## config.mk

```make
export PLATFORM = sky130hd
export DESIGN_NAME = sata_port_csr
export DESIGN_NICKNAME = d
export VERILOG_FILES = /design/src/rtl/sata_port_csr_pkg.sv /design/src/rtl/spc_ctrl_reg.sv /design/src/rtl/spc_irq_enable.sv /design/src/rtl/spc_irq_cause.sv /design/src/rtl/sata_port_csr.sv
export SDC_FILE = /design/constraint.sdc
export NUM_CORES = 1
export LEC_CHECK = 0
export CAP_MARGIN = 20
export CORE_ASPECT_RATIO = 0.5
export CORE_MARGIN = 2
export CORE_UTILIZATION = 34
export CTS_BUF_LIST = sky130_fd_sc_hd__clkbuf_16
export CTS_CLUSTER_SIZE = 20
export DETAILED_ROUTE_END_ITERATION = 10
export PLACE_DENSITY = 0.76
export SLEW_MARGIN = 10
export SYNTH_ARGS = -nofsm -noshare
export SYNTH_HDL_FRONTEND = slang
export SYNTH_SLANG_ARGS = --single-unit
```

## constraint.sdc

```tcl
create_clock -name clk -period 2.3 [get_ports clk]
set_input_delay 0.46 -clock clk [delete_from_list [all_inputs] [get_ports clk]]
set_output_delay 0.46 -clock clk [all_outputs]
set_load 0.1 [all_outputs]
```

## src/rtl/sata_port_csr_pkg.sv

```systemverilog
package sata_port_csr_pkg;

   localparam int CSR_DW   = 32;
   localparam int CTRL_W   = 14;
   localparam int NCAUSE   = 12;
   localparam int STEER_W  = 2;
   localparam int RAW_SHIFT = 16;

   // register byte offsets
   localparam int unsigned OFF_CTRL_SET = 32'h000;
   localparam int unsigned OFF_CTRL_CLR = 32'h004;
   localparam int unsigned OFF_IRQ_STAT = 32'h008;
   localparam int unsigned OFF_EN_SET   = 32'h010;
   localparam int unsigned OFF_EN_CLR   = 32'h014;

   // control bit positions
   localparam int CB_PORT_RST = 0;
   localparam int CB_DEV_RST  = 1;
   localparam int CB_INIT     = 2;
   localparam int CB_WOC      = 3;
   localparam int CB_RESUME   = 6;
   localparam int CB_ACT32    = 10;
   localparam int CB_PMUL     = 13;

   localparam logic [CTRL_W-1:0] CTRL_IMPL =
      CTRL_W'((1 << CB_PORT_RST) | (1 << CB_DEV_RST) | (1 << CB_INIT) |
              (1 << CB_WOC) | (1 << CB_RESUME) | (1 << CB_ACT32) | (1 << CB_PMUL));
   localparam logic [CTRL_W-1:0] CTRL_RST_VAL = CTRL_W'(1 << CB_PORT_RST);

   // implemented cause positions: 0..6 and 11
   localparam logic [NCAUSE-1:0] CAUSE_IMPL = 12'h87F;

   typedef struct packed {
      logic ctrl_set;
      logic ctrl_clr;
      logic irq_wr;
      logic irq_rd;
      logic en_set;
      logic en_clr;
   } csr_hit_t;

endpackage

```

## src/rtl/spc_ctrl_reg.sv

```systemverilog
module spc_ctrl_reg
   import sata_port_csr_pkg::*;
#(
   parameter int DEVRST_CYC = 16
) (
   input  logic              clk,
   input  logic              rst_n,
   input  logic              set_we,
   input  logic              clr_we,
   input  logic [CTRL_W-1:0] wbits,
   output logic [CTRL_W-1:0] ctrl_q,
   output logic              ready,
   output logic              devrst_done
);
   localparam int CW = (DEVRST_CYC < 2) ? 1 : $clog2(DEVRST_CYC);
   localparam logic [CW-1:0] LOAD_VAL = CW'(DEVRST_CYC - 1);

   logic [CTRL_W-1:0] live_bits;
   logic [CTRL_W-1:0] ctrl_n;
   logic [CW-1:0]     cnt_q;
   logic              start;

   assign live_bits   = wbits & CTRL_IMPL;
   assign start       = set_we && wbits[CB_DEV_RST] && !ctrl_q[CB_DEV_RST];
   assign devrst_done = ctrl_q[CB_DEV_RST] && (cnt_q == '0);

   always_comb begin
      ctrl_n = ctrl_q;
      if (set_we) ctrl_n = ctrl_n | live_bits;
      if (clr_we) ctrl_n = ctrl_n & ~live_bits;
      if (devrst_done) ctrl_n[CB_DEV_RST] = 1'b0;
   end

   always_ff @(posedge clk) begin
      if (!rst_n) begin
         ctrl_q <= CTRL_RST_VAL;
         cnt_q  <= '0;
      end else begin
         ctrl_q <= ctrl_n;
         if (start)
            cnt_q <= LOAD_VAL;
         else if (ctrl_q[CB_DEV_RST] && cnt_q != '0)
            cnt_q <= cnt_q - 1'b1;
      end
   end

   assign ready = !ctrl_q[CB_PORT_RST] && !ctrl_q[CB_DEV_RST];

endmodule

```

## src/rtl/spc_irq_enable.sv

```systemverilog
module spc_irq_enable
   import sata_port_csr_pkg::*;
(
   input  logic               clk,
   input  logic               rst_n,
   input  logic               set_we,
   input  logic               clr_we,
   input  logic [NCAUSE-1:0]  wen,
   input  logic [STEER_W-1:0] wsteer,
   output logic [NCAUSE-1:0]  en_q,
   output logic [STEER_W-1:0] steer_q
);
   logic [NCAUSE-1:0] en_bits;
   assign en_bits = wen & CAUSE_IMPL;

   always_ff @(posedge clk) begin
      if (!rst_n) begin
         en_q    <= '0;
         steer_q <= '0;
      end else begin
         if (set_we) begin
            en_q    <= en_q | en_bits;
            steer_q <= steer_q | wsteer;
         end else if (clr_we) begin
            en_q    <= en_q & ~en_bits;
            steer_q <= steer_q & ~wsteer;
         end
      end
   end

endmodule

```

## src/rtl/spc_irq_cause.sv

```systemverilog
module spc_irq_cause
   import sata_port_csr_pkg::*;
(
   input  logic              clk,
   input  logic              rst_n,
   input  logic [NCAUSE-1:0] evt,
   input  logic [NCAUSE-1:0] clr,
   input  logic              flush,
   output logic [NCAUSE-1:0] cause_q
);
   for (genvar i = 0; i < NCAUSE; i++) begin : g_bit
      if (CAUSE_IMPL[i]) begin : g_live
         logic q;
         always_ff @(posedge clk) begin
            if (!rst_n)      q <= 1'b0;
            else if (flush)  q <= 1'b0;
            else if (evt[i]) q <= 1'b1;
            else if (clr[i]) q <= 1'b0;
         end
         assign cause_q[i] = q;
      end else begin : g_tie
         logic unused_in;
         assign unused_in  = evt[i] ^ clr[i];
         assign cause_q[i] = 1'b0;
      end
   end

endmodule

```

## src/rtl/sata_port_csr.sv

```systemverilog
module sata_port_csr
   import sata_port_csr_pkg::*;
#(
   parameter int ADDR_W     = 12,
   parameter int DEVRST_CYC = 16
) (
   input  logic               clk,
   input  logic               rst_n,
   input  logic               bus_wr,
   input  logic               bus_rd,
   input  logic [ADDR_W-1:0]  bus_addr,
   input  logic [31:0]        bus_wdata,
   output logic [31:0]        bus_rdata,
   input  logic [NCAUSE-1:0]  evt_i,
   output logic [CTRL_W-1:0]  ctrl_o,
   output logic               port_ready_o,
   output logic               irq_o,
   output logic [STEER_W-1:0] irq_steer_o
);
   if (ADDR_W < 5) begin : g_bad_addr
      $error("sata_port_csr: ADDR_W must reach offset 0x014");
   end
   if (DEVRST_CYC < 1) begin : g_bad_cyc
      $error("sata_port_csr: DEVRST_CYC must be at least 1");
   end

   csr_hit_t          hit;
   logic [NCAUSE-1:0] en_q;
   logic [NCAUSE-1:0] cause_q;
   logic [NCAUSE-1:0] masked;
   logic [NCAUSE-1:0] clr_bits;
   logic              devrst_done;
   logic              woc;
   logic              unused_wd;

   assign unused_wd = ^bus_wdata[29:28];

   // address decode
   always_comb begin
      hit.ctrl_set = bus_wr && (bus_addr == ADDR_W'(OFF_CTRL_SET));
      hit.ctrl_clr = bus_wr && (bus_addr == ADDR_W'(OFF_CTRL_CLR));
      hit.irq_wr   = bus_wr && (bus_addr == ADDR_W'(OFF_IRQ_STAT));
      hit.irq_rd   = bus_rd && (bus_addr == ADDR_W'(OFF_IRQ_STAT));
      hit.en_set   = bus_wr && (bus_addr == ADDR_W'(OFF_EN_SET));
      hit.en_clr   = bus_wr && (bus_addr == ADDR_W'(OFF_EN_CLR));
   end

   spc_ctrl_reg #(.DEVRST_CYC(DEVRST_CYC)) u_ctrl (
      .clk         (clk),
      .rst_n       (rst_n),
      .set_we      (hit.ctrl_set),
      .clr_we      (hit.ctrl_clr),
      .wbits       (bus_wdata[CTRL_W-1:0]),
      .ctrl_q      (ctrl_o),
      .ready       (port_ready_o),
      .devrst_done (devrst_done)
   );

   spc_irq_enable u_en (
      .clk     (clk),
      .rst_n   (rst_n),
      .set_we  (hit.en_set),
      .clr_we  (hit.en_clr),
      .wen     (bus_wdata[NCAUSE-1:0]),
      .wsteer  (bus_wdata[31:32-STEER_W]),
      .en_q    (en_q),
      .steer_q (irq_steer_o)
   );

   assign woc    = ctrl_o[CB_WOC];
   assign masked = cause_q & en_q;

   // clear source: returned masked causes on read, or written ones in either half
   always_comb begin
      clr_bits = '0;
      if (woc && hit.irq_wr)
         clr_bits = bus_wdata[NCAUSE-1:0] | bus_wdata[RAW_SHIFT+NCAUSE-1:RAW_SHIFT];
      else if (!woc && hit.irq_rd)
         clr_bits = masked;
   end

   spc_irq_cause u_cause (
      .clk     (clk),
      .rst_n   (rst_n),
      .evt     (evt_i),
      .clr     (clr_bits),
      .flush   (devrst_done),
      .cause_q (cause_q)
   );

   assign irq_o = |masked;

   // read mux
   always_comb begin
      bus_rdata = '0;
      if (bus_rd) begin
         if (bus_addr == ADDR_W'(OFF_CTRL_SET))
            bus_rdata = {port_ready_o, {(CSR_DW-1-CTRL_W){1'b0}}, ctrl_o};
         else if (bus_addr == ADDR_W'(OFF_IRQ_STAT))
            bus_rdata = (CSR_DW'(cause_q) << RAW_SHIFT) | CSR_DW'(masked);
         else if (bus_addr == ADDR_W'(OFF_EN_SET))
            bus_rdata = {irq_steer_o, {(CSR_DW-STEER_W-NCAUSE){1'b0}}, en_q};
      end
   end

endmodule

```

Word-level counts from Yosys, hierarchy flattened
Cells that the tools add are included.
Operators by class
  add/sub/neg operators: 1
  equal/unequal tests: 4
  multiplexer cells: 30
  bitwise operators: 13
  reductions and logical operators: 31
Operators by type and width (count)
  $mux 32: 4
  $mux 12: 4
  $mux 14: 2
  $or 28x12->28: 1
  $and 12x12->12: 2
  $eq 12x5->1 const B: 2
  $or 12x12->12: 2
  $reduce_bool 2->1: 10
  $mux 1: 16
  $and 14x14->14: 1
  $not 14->14: 1
  $or 14x14->14: 1
  $logic_and 1x1->1: 13
  $eq 12x3->1 const B: 1
  $eq 12x4->1 const B: 1
  $logic_not 12->1: 1
  $not 12->12: 1
  $reduce_or 12->1: 1
  $mux 4: 2
  $logic_not 4->1: 1
  $mux 2: 2
  $reduce_bool 4->1: 1
  $sub 4x1->4 const B: 1
  $logic_not 1->1: 3
  other kinds (5): 5
Storage, ports and cells
  bits in registers: 40
  input port bits: 60
  word-level logic and storage cells: 92

Logic depth before layout (Yosys ltp)
  depth in word-level cells: 7
  mapped depth: 8

Modules after synthesis
Synthesis repeated with hierarchy kept, for this count alone.
Second synthesis, totals
  cell total of the unflattened synthesis: 311
  area total of the unflattened synthesis: 2413.6 sq um
By module, submodules not included
  sata_port_csr: times used 1, cells an instance 142, area each 922.1 sq um, seq. area each 0.0 sq um
  spc_ctrl_reg: times used 1, cells an instance 74, area each 613.1 sq um, seq. area each 220.2 sq um
  spc_irq_enable: times used 1, cells an instance 48, area each 449.2 sq um, seq. area each 200.2 sq um
  spc_irq_cause: times used 1, cells an instance 47, area each 429.2 sq um, seq. area each 160.2 sq um

Least setup slack after synthesis
No wires, ideal clock.
  path kind: input -> output
  start: input bus_addr[1]
  end: output bus_rdata[11]
  data arrival time: 4.675 ns
  data required time: 1.840 ns
  slack: -2.835 ns
  stages: 5
  path buffers: 2
  cells stage by stage: or4_4 -> buf_6 -> nand2b_4 -> clkbuf_1 -> nor4b_1
Between the ends
  cells in the longest elaborated chain, start to end: 5
  elaborated cells between the ends (all ways): 7
  those cells by class: 2 x eq/ne; 4 x mux; 1 x reduce/logical
RTL lines
  start, declared: RTL line sata_port_csr.sv:11  | input logic [ADDR_W-1:0] bus_addr,
  $eq 12x5->1: RTL line sata_port_csr.sv:101  | else if (bus_addr == ADDR_W'(OFF_EN_SET))
  $mux 32: RTL line sata_port_csr.sv:101
  $mux 32: RTL line sata_port_csr.sv:99  | else if (bus_addr == ADDR_W'(OFF_IRQ_STAT))
  $mux 32 *: RTL line sata_port_csr.sv:97  | if (bus_addr == ADDR_W'(OFF_CTRL_SET))
  $mux 32 *: RTL line sata_port_csr.sv:96  | if (bus_rd) begin
  end, declared: RTL line sata_port_csr.sv:13  | output logic [31:0] bus_rdata,
Every way passes the cells marked *; elsewhere a longest branch is shown, timed or not.

Worst setup path in the final report
  start: input bus_addr[9]
  end: output bus_rdata[3]
Same word-level chain as after synthesis.

==> impl_metrics.env <==
export IMPL_status="finished, violations left"
export IMPL_failed_checks="negative setup slack"
export IMPL_cts_sinks=29
export IMPL_synth_cells=231
export IMPL_design_area_mm2=0.00328
export IMPL_instances_no_fill=401
export IMPL_p_per_area_mw_per_mm2=445
export IMPL_r2r_start="u_ctrl.cnt_q[0]$_SDFFE_PN0P_"
export IMPL_clock_path_buffers=2
export IMPL_final_cell_mix="38 x buf_4, 32 x clkdlybuf4s50_1, 29 x dfxtp_1, 21 x nand2_1, 20 x buf_12"
export IMPL_crit_end="bus_rdata[3]"
export IMPL_worst_pin_slew_ns=0.574
export IMPL_ys_ff_latch=29
export IMPL_p_leak_nw=1.34
export IMPL_rsz0062_at_grt="yes"
export IMPL_max_slew_margin_pct=61.7
export IMPL_fin_ws_ns=-0.238
export IMPL_chipWidth_um=109
export IMPL_place_gp_congestion=0.905
export IMPL_clk_latency_ns=0.27
export IMPL_internal_power_mw=1.01
export IMPL_startpoint="bus_addr[9]"
export IMPL_first_pass_iters=4
export IMPL_setup_viol=20
export IMPL_final_common_cell="buf_4"
export IMPL_period_share_pct=110
export IMPL_cts_root_buf="clkbuf_16"
export IMPL_start_kind="input pin"
export IMPL_cts_hold_buf=0
export IMPL_clk_pin_slew_ns=0.05
export IMPL_rows=19
export IMPL_hold_viol=0
export IMPL_p_comb_share_pct=21.2
export IMPL_worstSetupEndpointType="primary output"
export IMPL_routed_wl_um=6870
export IMPL_worstPathCellList="buf_6 > or4_4 > nand2b_4 > nor4bb_1 > buf_4 > a32o_2 > buf_12"
export IMPL_antenna_cells=0
export IMPL_area_growth_synth_to_final_pct=73.7
export IMPL_crit_fanout=8
export IMPL_cpMaxStageDelayCell="or4_4"
export IMPL_worst_path_largest_cell_delay_ns=0.53
export IMPL_vias=2171
export IMPL_synthDistinctLibCells=46
export IMPL_switching_share_pct=31.1
export IMPL_grt_start_max_net_pins=16
export IMPL_drive_gt1_share_pct=31.7
export IMPL_initial_core_util_pct=34.9
export IMPL_boundaryPins=110
export IMPL_worstRegToRegCells=6
export IMPL_post_route_min_period_ns=2.54
export IMPL_synth_edf_count=0
export IMPL_async_reset_ff_share_pct=0
export IMPL_required_ns=1.84
export IMPL_dp_slack_ns=-0.559
export IMPL_core_area_mm2=0.00542
export IMPL_final_nets=389
export IMPL_fp_dieH_um=56.7
export IMPL_grt_pass1_wl_um=11000
export IMPL_cts_tree="yes"
export IMPL_grt_overflow=0
export IMPL_hp_class="flip-flop to flip-flop"
export IMPL_finClkSkew_ns=0.00425
export IMPL_crit_arrival_ns=2.08
export IMPL_via_per_inst=5.41
export IMPL_drt_initial_drc_count=207
export IMPL_numCtsBuffers=5
export IMPL_drv_cap=0
export IMPL_reg2reg_to="u_cause.g_bit[0].g_live.q$_SDFFE_PP0P_"
export IMPL_wl_per_cell_um=17.1
export IMPL_place_hpwl_um=5150
export IMPL_p_switching_uw=455
export IMPL_synth_ff_type="dfxtp_1"
export IMPL_antenna_found_initial=0
export IMPL_r2r_setup_slack_ns=0.54
export IMPL_worst_setup_path_type="input pin to primary output"
export IMPL_slew_viol_final=0
export IMPL_final_util_pct=60.5
export IMPL_placed_area_mm2=0.00310
export IMPL_cts_htree_levels=2
export IMPL_power_frac_clock_pct=42.3
export IMPL_avgSynthCellArea_um2=8.18
export IMPL_dieArea_mm2=0.00621
export IMPL_port_buffers=74
export IMPL_yosysWarnings=0
export IMPL_dp_cells=390
export IMPL_grt_pass1_vias=2225
export IMPL_ant_nets=0
export IMPL_syn_area_mm2=0.00189
export IMPL_drc=0
export IMPL_timing_fmax_mhz=394
export IMPL_ys_seq_area_share_pct=30.7
export IMPL_pwr_share_seq_pct=36.5
export IMPL_grt_usage_pct=22.8
export IMPL_ir_drop_uv=318
==> metrics by stage <==
| step | hold slack (ns) | power, mW | TNS (ns) |
|---|---|---|---|
| floorplan | 0.487 | 0.754 | -6.44 |
| global placement | 0.514 | 0.844 | -12.80 |
| detailed placement | 0.524 | 0.849 | -14.04 |
| CTS | 0.531 | 1.45 | -3.92 |
| global route | 0.565 | 1.49 | -4.56 |
| finish | 0.534 | 1.46 | -3.45 |
==> cell families (layout without fill, tap and decap cells) <==
kind of cell	after synthesis	count (layout)	synth area share (%)
compound gates	66	66	25.4
xor+xnor	1	1	0.464
fa+ha+maj	2	2	1.32
buf+inv	37	116	11.7
flops	29	29	30.7
mux	2	2	1.13
other cells	1	19	0.198
simple gates	93	93	29.1
==> power by group through the flow <==
stage | clock [mW] | combinational (mW) | sequential, mW
after CTS | 0.615 | 0.305 | 0.532
after detailed placement | 0 | 0.307 | 0.541
final | 0.617 | 0.310 | 0.533
after global placement | 0 | 0.303 | 0.541
after global routing | 0.634 | 0.325 | 0.534
after floorplan | 0 | 0.218 | 0.537
==> repair_timing <==
action                     in CTS  in global routing
setup buffers                   4                  0
setup endpoints to repair      26                 20
resized for setup              31                  2
pin swaps                      15                  6
==> worst min path at each step <==
stage,start,endpoint,slack [ns],depth (start not counted)
final,flip-flop,flip-flop,0.53,1
after global routing,flip-flop,flip-flop,0.56,1
after CTS,u_cause.g_bit[2].g_live.q$_SDFFE_PP0P_,u_cause.g_bit[2].g_live.q$_SDFFE_PP0P_,0.53,2
after detailed placement,u_cause.g_bit[2].g_live.q$_SDFFE_PP0P_,u_cause.g_bit[2].g_live.q$_SDFFE_PP0P_,0.52,2
after global placement,u_cause.g_bit[2].g_live.q$_SDFFE_PP0P_,u_cause.g_bit[2].g_live.q$_SDFFE_PP0P_,0.51,2
after floorplan,u_cause.g_bit[4].g_live.q$_SDFFE_PP0P_,u_cause.g_bit[4].g_live.q$_SDFFE_PP0P_,0.49,2
==> Yosys cell counts (2+ instances only) <==
cell type | number | share of area [%]
a211oi_1 | 8 | 3.2
a21o_1 | 5 | 2.0
a21oi_1 | 13 | 3.4
a22oi_1 | 4 | 1.6
a32o_1 | 16 | 8.5
and2_1 | 12 | 4.0
and3_1 | 2 | 0.66
buf_1 | 2 | 0.40
buf_2 | 2 | 0.53
buf_4 | 19 | 7.5
clkbuf_1 | 9 | 1.8
dfxtp_1 | 29 | 31
ha_1 | 2 | 1.3
inv_1 | 3 | 0.60
nand2_1 | 22 | 4.4
nand2b_1 | 2 | 0.66
nand3b_1 | 2 | 0.79
nand4b_1 | 9 | 4.2
nor2_1 | 21 | 4.2
nor2b_1 | 3 | 0.99
nor3_1 | 4 | 1.1
nor4b_1 | 3 | 1.4
o211ai_1 | 8 | 3.2
o21ai_1 | 9 | 2.4
==> critical path: cells and delay by family <==
family,cells,cell delay [ns]
simple gates,3,0.94
compound gates,1,0.18
buf+inv,3,0.50
==> routing by layer <==
layer  GRT usage (%)  vias to the layer above  wire length, µm
met5               0                        -                0
met1            26.7                     1052             2680
met3            4.65                       12              451
met4            6.33                        0               91
met2            41.9                       96             3650
li1                -                     1011                -
==> layout make-up <==
class | count | area, µm²
Sequential cell | 29 | 581
Fill cell | 452 | 2140
Tap cell | 73 | 91.3
Multi-Input combinational cell | 183 | 1320
Clock buffer | 5 | 125
Timing Repair Buffer | 104 | 1140
Inverter | 4 | 15.0
Clock inverter | 3 | 13.8
Power figures use the tool's default switching activity.
